[src/rtl/agu_pkg.sv]
package agu_pkg;
  localparam int XLEN  = 64;
  localparam int IMM_W = 32;

  typedef enum logic [2:0] {
    AM_BASE = 3'd0,
    AM_SIMM = 3'd1,
    AM_UIMM = 3'd2,
    AM_PRE  = 3'd3,
    AM_POST = 3'd4,
    AM_REG  = 3'd5,
    AM_LIT  = 3'd6,
    AM_RSVD = 3'd7
  } amode_e;

  typedef enum logic [1:0] {
    IX_FULL = 2'd0,
    IX_SX32 = 2'd1,
    IX_ZX32 = 2'd2,
    IX_RSVD = 2'd3
  } ixext_e;

  typedef struct packed {
    logic [XLEN-1:0] addr;
    logic            wb_en;
    logic [XLEN-1:0] wb_data;
    logic            illegal;
  } agu_res_t;
endpackage

[src/rtl/agu_offset.sv]
module agu_offset
  import agu_pkg::*;
#(
  parameter int SIMM_W = 9,
  parameter int UIMM_W = 12,
  parameter int LIT_W  = 19
) (
  input  amode_e           mode,
  input  logic [1:0]       size,
  input  logic [XLEN-1:0]  index,
  input  logic [IMM_W-1:0] imm,
  input  ixext_e           ext,
  input  logic             shift_en,
  output logic [XLEN-1:0]  offset,
  output logic             illegal
);
  localparam int HALF = XLEN / 2;

  logic [IMM_W-SIMM_W:0] simm_top;
  logic [IMM_W-LIT_W:0]  lit_top;
  logic                  simm_ok, lit_ok, uimm_ok;
  logic [IMM_W-1:0]      align_mask, upper;
  logic [XLEN-1:0]       imm_sx, lit_sx, idx_x;

  assign simm_top = imm[IMM_W-1:SIMM_W-1];
  assign lit_top  = imm[IMM_W-1:LIT_W-1];
  assign simm_ok  = (&simm_top) | ~(|simm_top);
  assign lit_ok   = (&lit_top) | ~(|lit_top);

  assign align_mask = (IMM_W'(1) << size) - IMM_W'(1);
  assign upper      = imm >> (UIMM_W + int'(size));
  assign uimm_ok    = (upper == '0) && ((imm & align_mask) == '0);

  assign imm_sx = {{(XLEN-IMM_W){imm[IMM_W-1]}}, imm};
  assign lit_sx = {{(XLEN-LIT_W){imm[LIT_W-1]}}, imm[LIT_W-1:0]} << 2;

  always_comb begin
    unique case (ext)
      IX_SX32: idx_x = {{HALF{index[HALF-1]}}, index[HALF-1:0]};
      IX_ZX32: idx_x = {{HALF{1'b0}}, index[HALF-1:0]};
      default: idx_x = index;
    endcase
  end

  always_comb begin
    offset  = '0;
    illegal = 1'b0;
    unique case (mode)
      AM_BASE: offset = '0;
      AM_SIMM, AM_PRE, AM_POST: begin
        offset  = imm_sx;
        illegal = !simm_ok;
      end
      AM_UIMM: begin
        offset  = imm_sx;
        illegal = !uimm_ok;
      end
      AM_REG: begin
        offset  = shift_en ? (idx_x << size) : idx_x;
        illegal = (ext == IX_RSVD);
      end
      AM_LIT: begin
        offset  = lit_sx;
        illegal = !lit_ok;
      end
      default: illegal = 1'b1;
    endcase
  end
endmodule

[src/rtl/agu_sum.sv]
module agu_sum
  import agu_pkg::*;
(
  input  amode_e          mode,
  input  logic [XLEN-1:0] base,
  input  logic [XLEN-1:0] pc,
  input  logic [XLEN-1:0] offset,
  input  logic            illegal,
  output agu_res_t        res
);
  logic [XLEN-1:0] opnd, sum;

  assign opnd = (mode == AM_LIT) ? pc : base;
  assign sum  = opnd + offset;

  always_comb begin
    res.addr    = (mode == AM_POST) ? base : sum;
    res.wb_data = sum;
    res.wb_en   = ((mode == AM_PRE) || (mode == AM_POST)) && !illegal;
    res.illegal = illegal;
  end
endmodule

[src/rtl/agu_outreg.sv]
module agu_outreg #(
  parameter int W       = 8,
  parameter bit REG_OUT = 1'b1
) (
  input  logic         clk,
  input  logic         rst_n,
  input  logic         in_valid,
  output logic         in_ready,
  input  logic [W-1:0] in_data,
  output logic         out_valid,
  input  logic         out_ready,
  output logic [W-1:0] out_data
);
  generate
    if (REG_OUT) begin : g_reg
      logic         vld_q;
      logic [W-1:0] dat_q;

      assign in_ready  = !vld_q || out_ready;
      assign out_valid = vld_q;
      assign out_data  = dat_q;

      always_ff @(posedge clk or negedge rst_n) begin
        if (!rst_n) vld_q <= 1'b0;
        else if (in_ready) vld_q <= in_valid;
      end

      always_ff @(posedge clk) begin
        if (in_valid && in_ready) dat_q <= in_data;
      end

      // a stalled result stays put
      a_r9_hold_stable: assert property (@(posedge clk) disable iff (!rst_n)
        (out_valid && !out_ready) |=> (out_valid && $stable(out_data)));
      // ready rule
      a_r9_ready_rule: assert property (@(posedge clk) disable iff (!rst_n)
        in_ready == (!out_valid || out_ready));
    end else begin : g_pass
      assign in_ready  = out_ready;
      assign out_valid = in_valid;
      assign out_data  = in_data;
    end
  endgenerate
endmodule

[src/rtl/agu_top.sv]
module agu_top
  import agu_pkg::*;
#(
  parameter bit REG_OUT = 1'b1,
  parameter int SIMM_W  = 9,
  parameter int UIMM_W  = 12,
  parameter int LIT_W   = 19
) (
  input  logic             clk,
  input  logic             rst_n,
  input  logic             in_valid,
  output logic             in_ready,
  input  logic [2:0]       in_mode,
  input  logic [1:0]       in_size,
  input  logic [XLEN-1:0]  in_base,
  input  logic [XLEN-1:0]  in_pc,
  input  logic [XLEN-1:0]  in_index,
  input  logic [IMM_W-1:0] in_imm,
  input  logic [1:0]       in_ext,
  input  logic             in_shift,
  output logic             out_valid,
  input  logic             out_ready,
  output logic [XLEN-1:0]  out_addr,
  output logic             out_wb_en,
  output logic [XLEN-1:0]  out_wb_data,
  output logic             out_illegal
);
  localparam int RES_W = $bits(agu_res_t);

  amode_e          mode;
  logic [XLEN-1:0] offset;
  logic            illegal;
  agu_res_t        res, res_q;

  assign mode = amode_e'(in_mode);

  agu_offset #(.SIMM_W(SIMM_W), .UIMM_W(UIMM_W), .LIT_W(LIT_W)) u_off (
    .mode(mode), .size(in_size), .index(in_index), .imm(in_imm),
    .ext(ixext_e'(in_ext)), .shift_en(in_shift),
    .offset(offset), .illegal(illegal)
  );

  agu_sum u_sum (
    .mode(mode), .base(in_base), .pc(in_pc), .offset(offset),
    .illegal(illegal), .res(res)
  );

  // post form addresses the unmodified base
  a_r5_post_base: assert property (@(posedge clk) disable iff (!rst_n)
    (in_valid && mode == AM_POST) |-> (res.addr == in_base));
  // pre form addresses exactly what it writes back
  a_r4_pre_same: assert property (@(posedge clk) disable iff (!rst_n)
    (in_valid && mode == AM_PRE && !res.illegal) |-> (res.addr == res.wb_data));
  // literal keeps the program counter's word alignment
  a_r7_lit_align: assert property (@(posedge clk) disable iff (!rst_n)
    (in_valid && mode == AM_LIT) |-> (res.addr[1:0] == in_pc[1:0]));
  // base only adds nothing
  a_r1_base_only: assert property (@(posedge clk) disable iff (!rst_n)
    (in_valid && mode == AM_BASE) |-> (res.addr == in_base && !res.illegal));

  agu_outreg #(.W(RES_W), .REG_OUT(REG_OUT)) u_out (
    .clk(clk), .rst_n(rst_n),
    .in_valid(in_valid), .in_ready(in_ready), .in_data(res),
    .out_valid(out_valid), .out_ready(out_ready), .out_data(res_q)
  );

  assign out_addr    = res_q.addr;
  assign out_wb_en   = res_q.wb_en;
  assign out_wb_data = res_q.wb_data;
  assign out_illegal = res_q.illegal;

  // illegal never updates the base
  a_r8_no_wb_illegal: assert property (@(posedge clk) disable iff (!rst_n)
    out_valid |-> !(out_wb_en && out_illegal));
endmodule

[config.mk]
export PLATFORM = sky130hd
export DESIGN_NAME = agu_top
export DESIGN_NICKNAME = d
export VERILOG_FILES = /design/src/rtl/agu_pkg.sv /design/src/rtl/agu_offset.sv /design/src/rtl/agu_sum.sv /design/src/rtl/agu_outreg.sv /design/src/rtl/agu_top.sv
export SDC_FILE = /design/constraint.sdc
export NUM_CORES = 1
export LEC_CHECK = 0
export ABC_AREA = 1
export CAP_MARGIN = 5
export CORE_AREA = 8 8 187 189
export CTS_BUF_LIST = sky130_fd_sc_hd__clkbuf_2
export DETAILED_ROUTE_END_ITERATION = 10
export DIE_AREA = 0 0 195 197
export PLACE_DENSITY = 0.79
export SLEW_MARGIN = 5
export SYNTH_ARGS = -nofsm -noshare
export SYNTH_HDL_FRONTEND = slang
export SYNTH_SLANG_ARGS = --single-unit
[constraint.sdc]
create_clock -name clk -period 7.7 [get_ports clk]
set_input_delay 1.54 -clock clk [delete_from_list [all_inputs] [get_ports clk]]
set_output_delay 1.54 -clock clk [all_outputs]
set_load 0.03 [all_outputs]
==> impl_results.md, run 1 <==
- Status: finished clean
- Mean Syn Cell Area: 6.03 um2
- Clk root buf: clkbuf_2
- Clock latency on the worst-skew pair: 0.80 ns
- CP arrival: 6.09 ns
- GRT Residual Overflow: 0
- CP Class: primary input to flop
- Iter 0 DRT Violations: around 1600
- Register area share after synthesis: 0.265
- CP Capture Type: flop
- Layout fillers: 3141
- Syn Std Cell Area: approximately 0.015 mm2
- Async SR Flop Fraction: 0.00763
- Num CTS Buffers: 17
- Starting Density: 0.463
- Die width: ~200 um
- Hold Path Class: flop to flop
- Overall Global Routing Usage: 0.322
- Total nets after synthesis: 2761
- Max_cap viols: 0
- Slew margin rel.: 0.137
- Largest net degree at the start of global routing: 131
- Multi-input combinational cell area: 0.00893 mm2
- Hold_buf cts: 0
- HP Start: u_out.out_valid
- Hold Vio Cnt, Final: 0
- Commonest non-fill, non-tap cell in the layout: nand2_1
- Vias in the first global route: 16600
- Pre-antenna DRT Iters: 6
- Routed Antenna Nets: 0
- Worst hold stages: 2
- Worst-case clock buffer depth: 2
- Initial antenna violation count: 2
- GP Congestion: 1.00
- Final net count: 3081
- Syn-to-layout area delta: 28.6%
- Setup_tns: 0 ns
- Post-Place Setup Slack: 1.50 ns
- Post-synth cell types: 50
- Tightest Pin Transition: 1.29 ns
- Post-synth EDFFs: 130
- Critical path fanouts, max: 24
- Core ar.: 0.0320 mm2
- Total die area: 0.0384 mm2
- Layout Cells excl Fill: roughly 3200
- Worst vdd ir: 0.0910 mV
- CP Launch Type: primary input
- Dpl cells: 3168
- Final period util: 0.717
- Clk sink count: 131
- CP startpoint: in_mode[2]
- FF-to-FF Start: u_out.out_valid
- Register area: ~0.0039 mm2
- RSZ-0062 raised after global routing: no
- #FFs+latches synth: 131
- Layout cells sized above 1: 0.0519
- Design Area, Final: 0.0191 mm2
- Number of top-level pins: 368
- Row count: 66
- H-tree Lvls: 4
- Worst Skew: 0.0344 ns
- Minimum clock period: 5.52 ns
- Via Count: 17400
- Yosys warnings: 0
- Total chip power: around 3.2 mW
- Most frequent cells in the layout: 959 x nand2_1, 434 x inv_1, 366 x clkdlybuf4s50_1
- Dpl hpwl: 53.1 mm
- Pwr dens: 169 mW/mm2
- Reg clk slew, reported paths: between 0.2 and 0.25 ns
- Setup-failing EPs final: 0
- Mapped Cells: between 2000 and 2500
- FMAX: 181 MHz
- DRC viols: 0
- Pleak: 9.56 nW
- # port buffers: roughly 370
- Post_cts resized: 0
- Worst EP required: 8.27 ns
- Final-report max-slew violation count: 0
- First-pass GRT wire length: 96.0 mm
- Die H: 197 um
- Total wire length: 63.9 mm
- DR vias/cell: 5.44
- Top_reg_cell synth: edfxtp_1
- Cell Area, Placed: 0.0188 mm2
- Setup Buffers After CTS: 0
- CTS tree: yes
- Routed wire per std cell: 19.9 um
- Worst r2r path cells: 2
- PnR worst setup slack: approximately 2.2 ns
-- stage by stage --
stage,util,hold slack (ns)
after floorplan,-,0.909
after global placement,0.587,0.554
after detailed placement,0.587,0.596
after CTS,0.595,0.650
after global routing,0.595,0.686
final,0.595,0.648
-- metal layers --
layer | track usage | wire, um | share of wire | vias to the layer above
met1 | 0.432 | 27600 | 0.43 | 8056
met4 | 0.106 | 1910 | 0.030 | 0
met3 | 0.0660 | 6140 | 0.096 | 104
li1 | - | - | - | 8387
met2 | 0.513 | 28200 | 0.44 | 884
met5 | 0 | 0 | 0 | -
-- sequential cells by signal, indices dropped and copies added (netlist names) --
| signal | flops |
|---|---|
| u_out.out_valid | 1 |
| u_out.out_data | 130 |
-- worst max-delay path, stage by stage --
cell	delay (ns)
clkdlybuf4s50_1	0.58
inv_1	0.10
nand3_1	0.14
nand3_2	0.28
a21oi_2	0.88
o21ai_0	0.35
ha_1	0.51
nand2_1	0.18
inv_1	0.08
a21oi_1	0.45
inv_1	0.08
a21oi_1	0.33
nand2_1	0.09
a21oi_1	0.19
nand3_1	0.12
nand3_1	0.10
nand2_1	0.06
-- worst paths after layout --
path | to | slack [ns]
max in group asynchronous | u_out.out_valid | 6.74
setup / recovery | u_out.out_data[125] | 2.18
hold / removal | u_out.out_valid | 0.65
hold reg to reg | u_out.out_valid | 0.65
min in group asynchronous | u_out.out_valid | 0.87
setup reg to reg | u_out.out_data[77] | 6.02
-- synth_stat cells (3+ instances only) --
cell type  number  area (um2)
nand2_2        28         175
o21ai_0       192         961
ha_1           65         813
inv_2           6        22.5
o21ai_1        32         160
o221ai_1       24         210
o211ai_1        5        37.5
nand4_1        14        87.6
a22oi_1         8        60.1
nor3_4          3        48.8
o31ai_1        12        90.1
nand2_1       959        3600
inv_1         434        1630
nor4_1          3        18.8
o2111ai_1       3        26.3
xor2_2          7         114
nand3_1       111         556
edfxtp_1      130        3900
a21oi_1        73         365
nor3_1         14        70.1
nor2_2         24         150
nand3_2        11         110
xor2_1         22         193
nand2_4         3        33.8
nor2_1        125         469
nand3b_1        8        60.1
clkbuf_1       54         203
nor2_4          9         101
buf_1           6        22.5
buf_2          14        70.1
and2_1         31         194
-- final cells by class --
class | instances | area share
Tap cell | 408 | 0.0268
Clock buffer | 18 | 0.00472
Timing Repair Buffer | 379 | 0.198
Multi-Input combinational cell | 1808 | 0.468
Clock inverter | 14 | 0.00925
Inverter | 442 | 0.0870
Sequential cell | 131 | 0.206
Antenna cell | 3 | 0.000394
-- report_power, final --
part / switching (mW) / total, mW / internal (mW)
clock: 0.323 / 0.511 / 0.188
combinational: 1.13 / 1.73 / 0.601
sequential: 0.0328 / 0.977 / 0.944
total: 1.49 / 3.22 / 1.73
-- logic make-up after synthesis --
kind of cell               after synthesis  synth area share
adders and majority gates               66            0.0562
AOI/OAI and AO/OA                      359             0.135
muxes                                    1          0.000675
and+or+nand+nor                       1351             0.387
buffers and inverters                  520             0.134
xor gates and xnor gates                31            0.0218
DFF                                    131             0.265
(Power assumes the default switching activity.)
==> run 2: changes to the inputs <==
clock period = 4.7 ns   (was 7.7 ns; I/O delays follow)
==> impl_results.md, run 2 (synthesis results as in run 1) <==
- Max_cap viols: 0
- Vias in the first global route: 17300
- CP arrival: roughly 4.8 ns
- Pwr dens: about 270 mW/mm2
- Clk root buf: clkbuf_2
- Layout fillers: 2966
- Routed Antenna Nets: 0
- Clk sink count: 131
- Routed wire per std cell: 18.7 um
- Minimum clock period: 4.27 ns
- First-pass GRT wire length: about 97 mm
- Slowest stage cell, crit path: clkdlybuf4s50_1
- RSZ-0062 raised after global routing: no
- Die H: 197 um
- Number of top-level pins: 368
- Pleak: 10.5 nW
- Pre-antenna DRT Iters: 7
- Critical path fanouts, max: 20
- Slowest stage delay, CP: 0.48 ns
- CP Launch Type: primary input
- Starting Density: 0.463
- Overall Global Routing Usage: 0.320
- Hold Vio Cnt, Final: 0
- CP Capture Type: flop
- DRC viols: 0
- Flip-flop count of the largest register after layout: 130
- Setup-failing EPs final: 0
- CP Class: primary input to flop
- Initial antenna violation count: 1
- Hold Path Class: primary input to async pin
- Final period util: 0.908
- Total die area: 0.0384 mm2
- Worst-case clock buffer depth: 2
- Total wire length: 63.3 mm
- Post_cts resized: 0
- Row count: 66
- Total chip power: approximately 5.5 mW
- FMAX: 234 MHz
- GP Congestion: about 1
- Worst EP required: ~5.3 ns
- Crit path cell chain: clkdlybuf4s50_1 -> inv_1 -> ha_1 -> inv_2 -> o21ai_0 -> inv_1 -> o21ai_0 -> o221ai_1 -> o21ai_0 -> ha_1 -> nand2_1 -> nor2_1 -> nor2_1 -> nand2_1 -> buf_4 -> inv_1 -> nand2_1 -> a21oi_1 -> nand3_1 -> and2_1
- Die width: 195 um
- GRT Residual Overflow: 0
- Status: finished clean
- Dpl hpwl: between 50 and 60 mm
- Core ar.: 0.0320 mm2
- Worst vdd ir: 0.169 mV
- Hold_buf cts: 0
- Tightest Pin Transition: around 0.85 ns
- Layout cells sized above 1: 0.112
- Final-report max-slew violation count: 0
- H-tree Lvls: 4
- Commonest non-fill, non-tap cell in the layout: nand2_1
- Worst Skew: between 0.02 and 0.03 ns
- CTS tree: yes
- Num CTS Buffers: 17
- Syn-to-layout area delta: 38.8%
- Dpl cells: 3358
- Clock latency on the worst-skew pair: approximately 0.76 ns
- Layout Cells excl Fill: 3391
- Slew margin rel.: 0.425
- Cell Area, Placed: between 0.02 and 0.025 mm2
- DR vias/cell: 5.29
- # port buffers: around 370
- Final net count: 3271
- Most frequent cells in the layout: 959 x nand2_1, 434 x inv_1, 366 x clkdlybuf4s50_1
- Via Count: 17900
- Reg clk slew, reported paths: 0.23 ns
- Setup Buffers After CTS: 0
- Largest net degree at the start of global routing: 88
- Iter 0 DRT Violations: roughly 1900
- Design Area, Final: between 0.02 and 0.025 mm2
-- run 2: worst paths after layout --
check / from / end / slack (ns) / depth (start not counted)
worst max-delay path: in_ext[1] / u_out.out_data[53] / 0.43 / 20
worst min-delay path: rst_n / u_out.out_valid / 0.28 / 1
worst max register to register: u_out.out_valid / u_out.out_data[51] / 3.01 / 2
worst min register to register: u_out.out_valid / u_out.out_valid / 0.65 / 2
max in group asynchronous: rst_n / u_out.out_valid / 4.33 / 1
min in group clk: u_out.out_valid / u_out.out_valid / 0.65 / 2
-- run 2: report_power, final --
group	internal, mW	leakage [nW]	switching (mW)
clock network	0.306	0.153	0.493
logic	1.22	9.12	1.89
registers	1.55	1.25	0.0534
-- run 2: metrics by stage --
step | setup slack (ns) | TNS, ns | util | hold slack [ns]
after floorplan | 0.968 | 0 | - | 0.644
after global placement | -0.364 | -4.67 | 0.634 | 0.557
after detailed placement | -0.280 | -3.68 | 0.634 | 0.592
after CTS | 0.574 | 0 | 0.643 | 0.234
after global routing | 0.228 | 0 | 0.643 | 0.217
final | 0.433 | 0 | 0.643 | 0.276
-- run 2: layout make-up --
cell class | instances | area, um2 | share of cell area
Tap cell | 408 | 510 | 0.0248
Multi-Input combinational cell | 1808 | 8930 | 0.434
Clock inverter | 14 | 175 | 0.00850
Sequential cell | 131 | 3930 | 0.191
Inverter | 442 | 1660 | 0.0805
Timing Repair Buffer | 569 | 5300 | 0.257
Antenna cell | 1 | 2.50 | 0.000121
Clock buffer | 18 | 90.1 | 0.00437
-- run 2: worst max-delay path: cells and delay by family --
family	cells	cell delay [ns]
AOI/OAI and AO/OA	5	1.33
and+or+nand+nor	7	0.93
buffers and inverters	6	0.95
adders and majority gates	2	0.65
-- run 2: routing by layer --
layer | global-route usage | vias to the layer above | wire [um]
li1 | - | 8759 | -
met1 | 0.430 | 8180 | 27200
met2 | 0.529 | 889 | 28700
met3 | 0.0522 | 99 | 5840
met4 | 0.0882 | 0 | 1570
met5 | 0 | - | 0
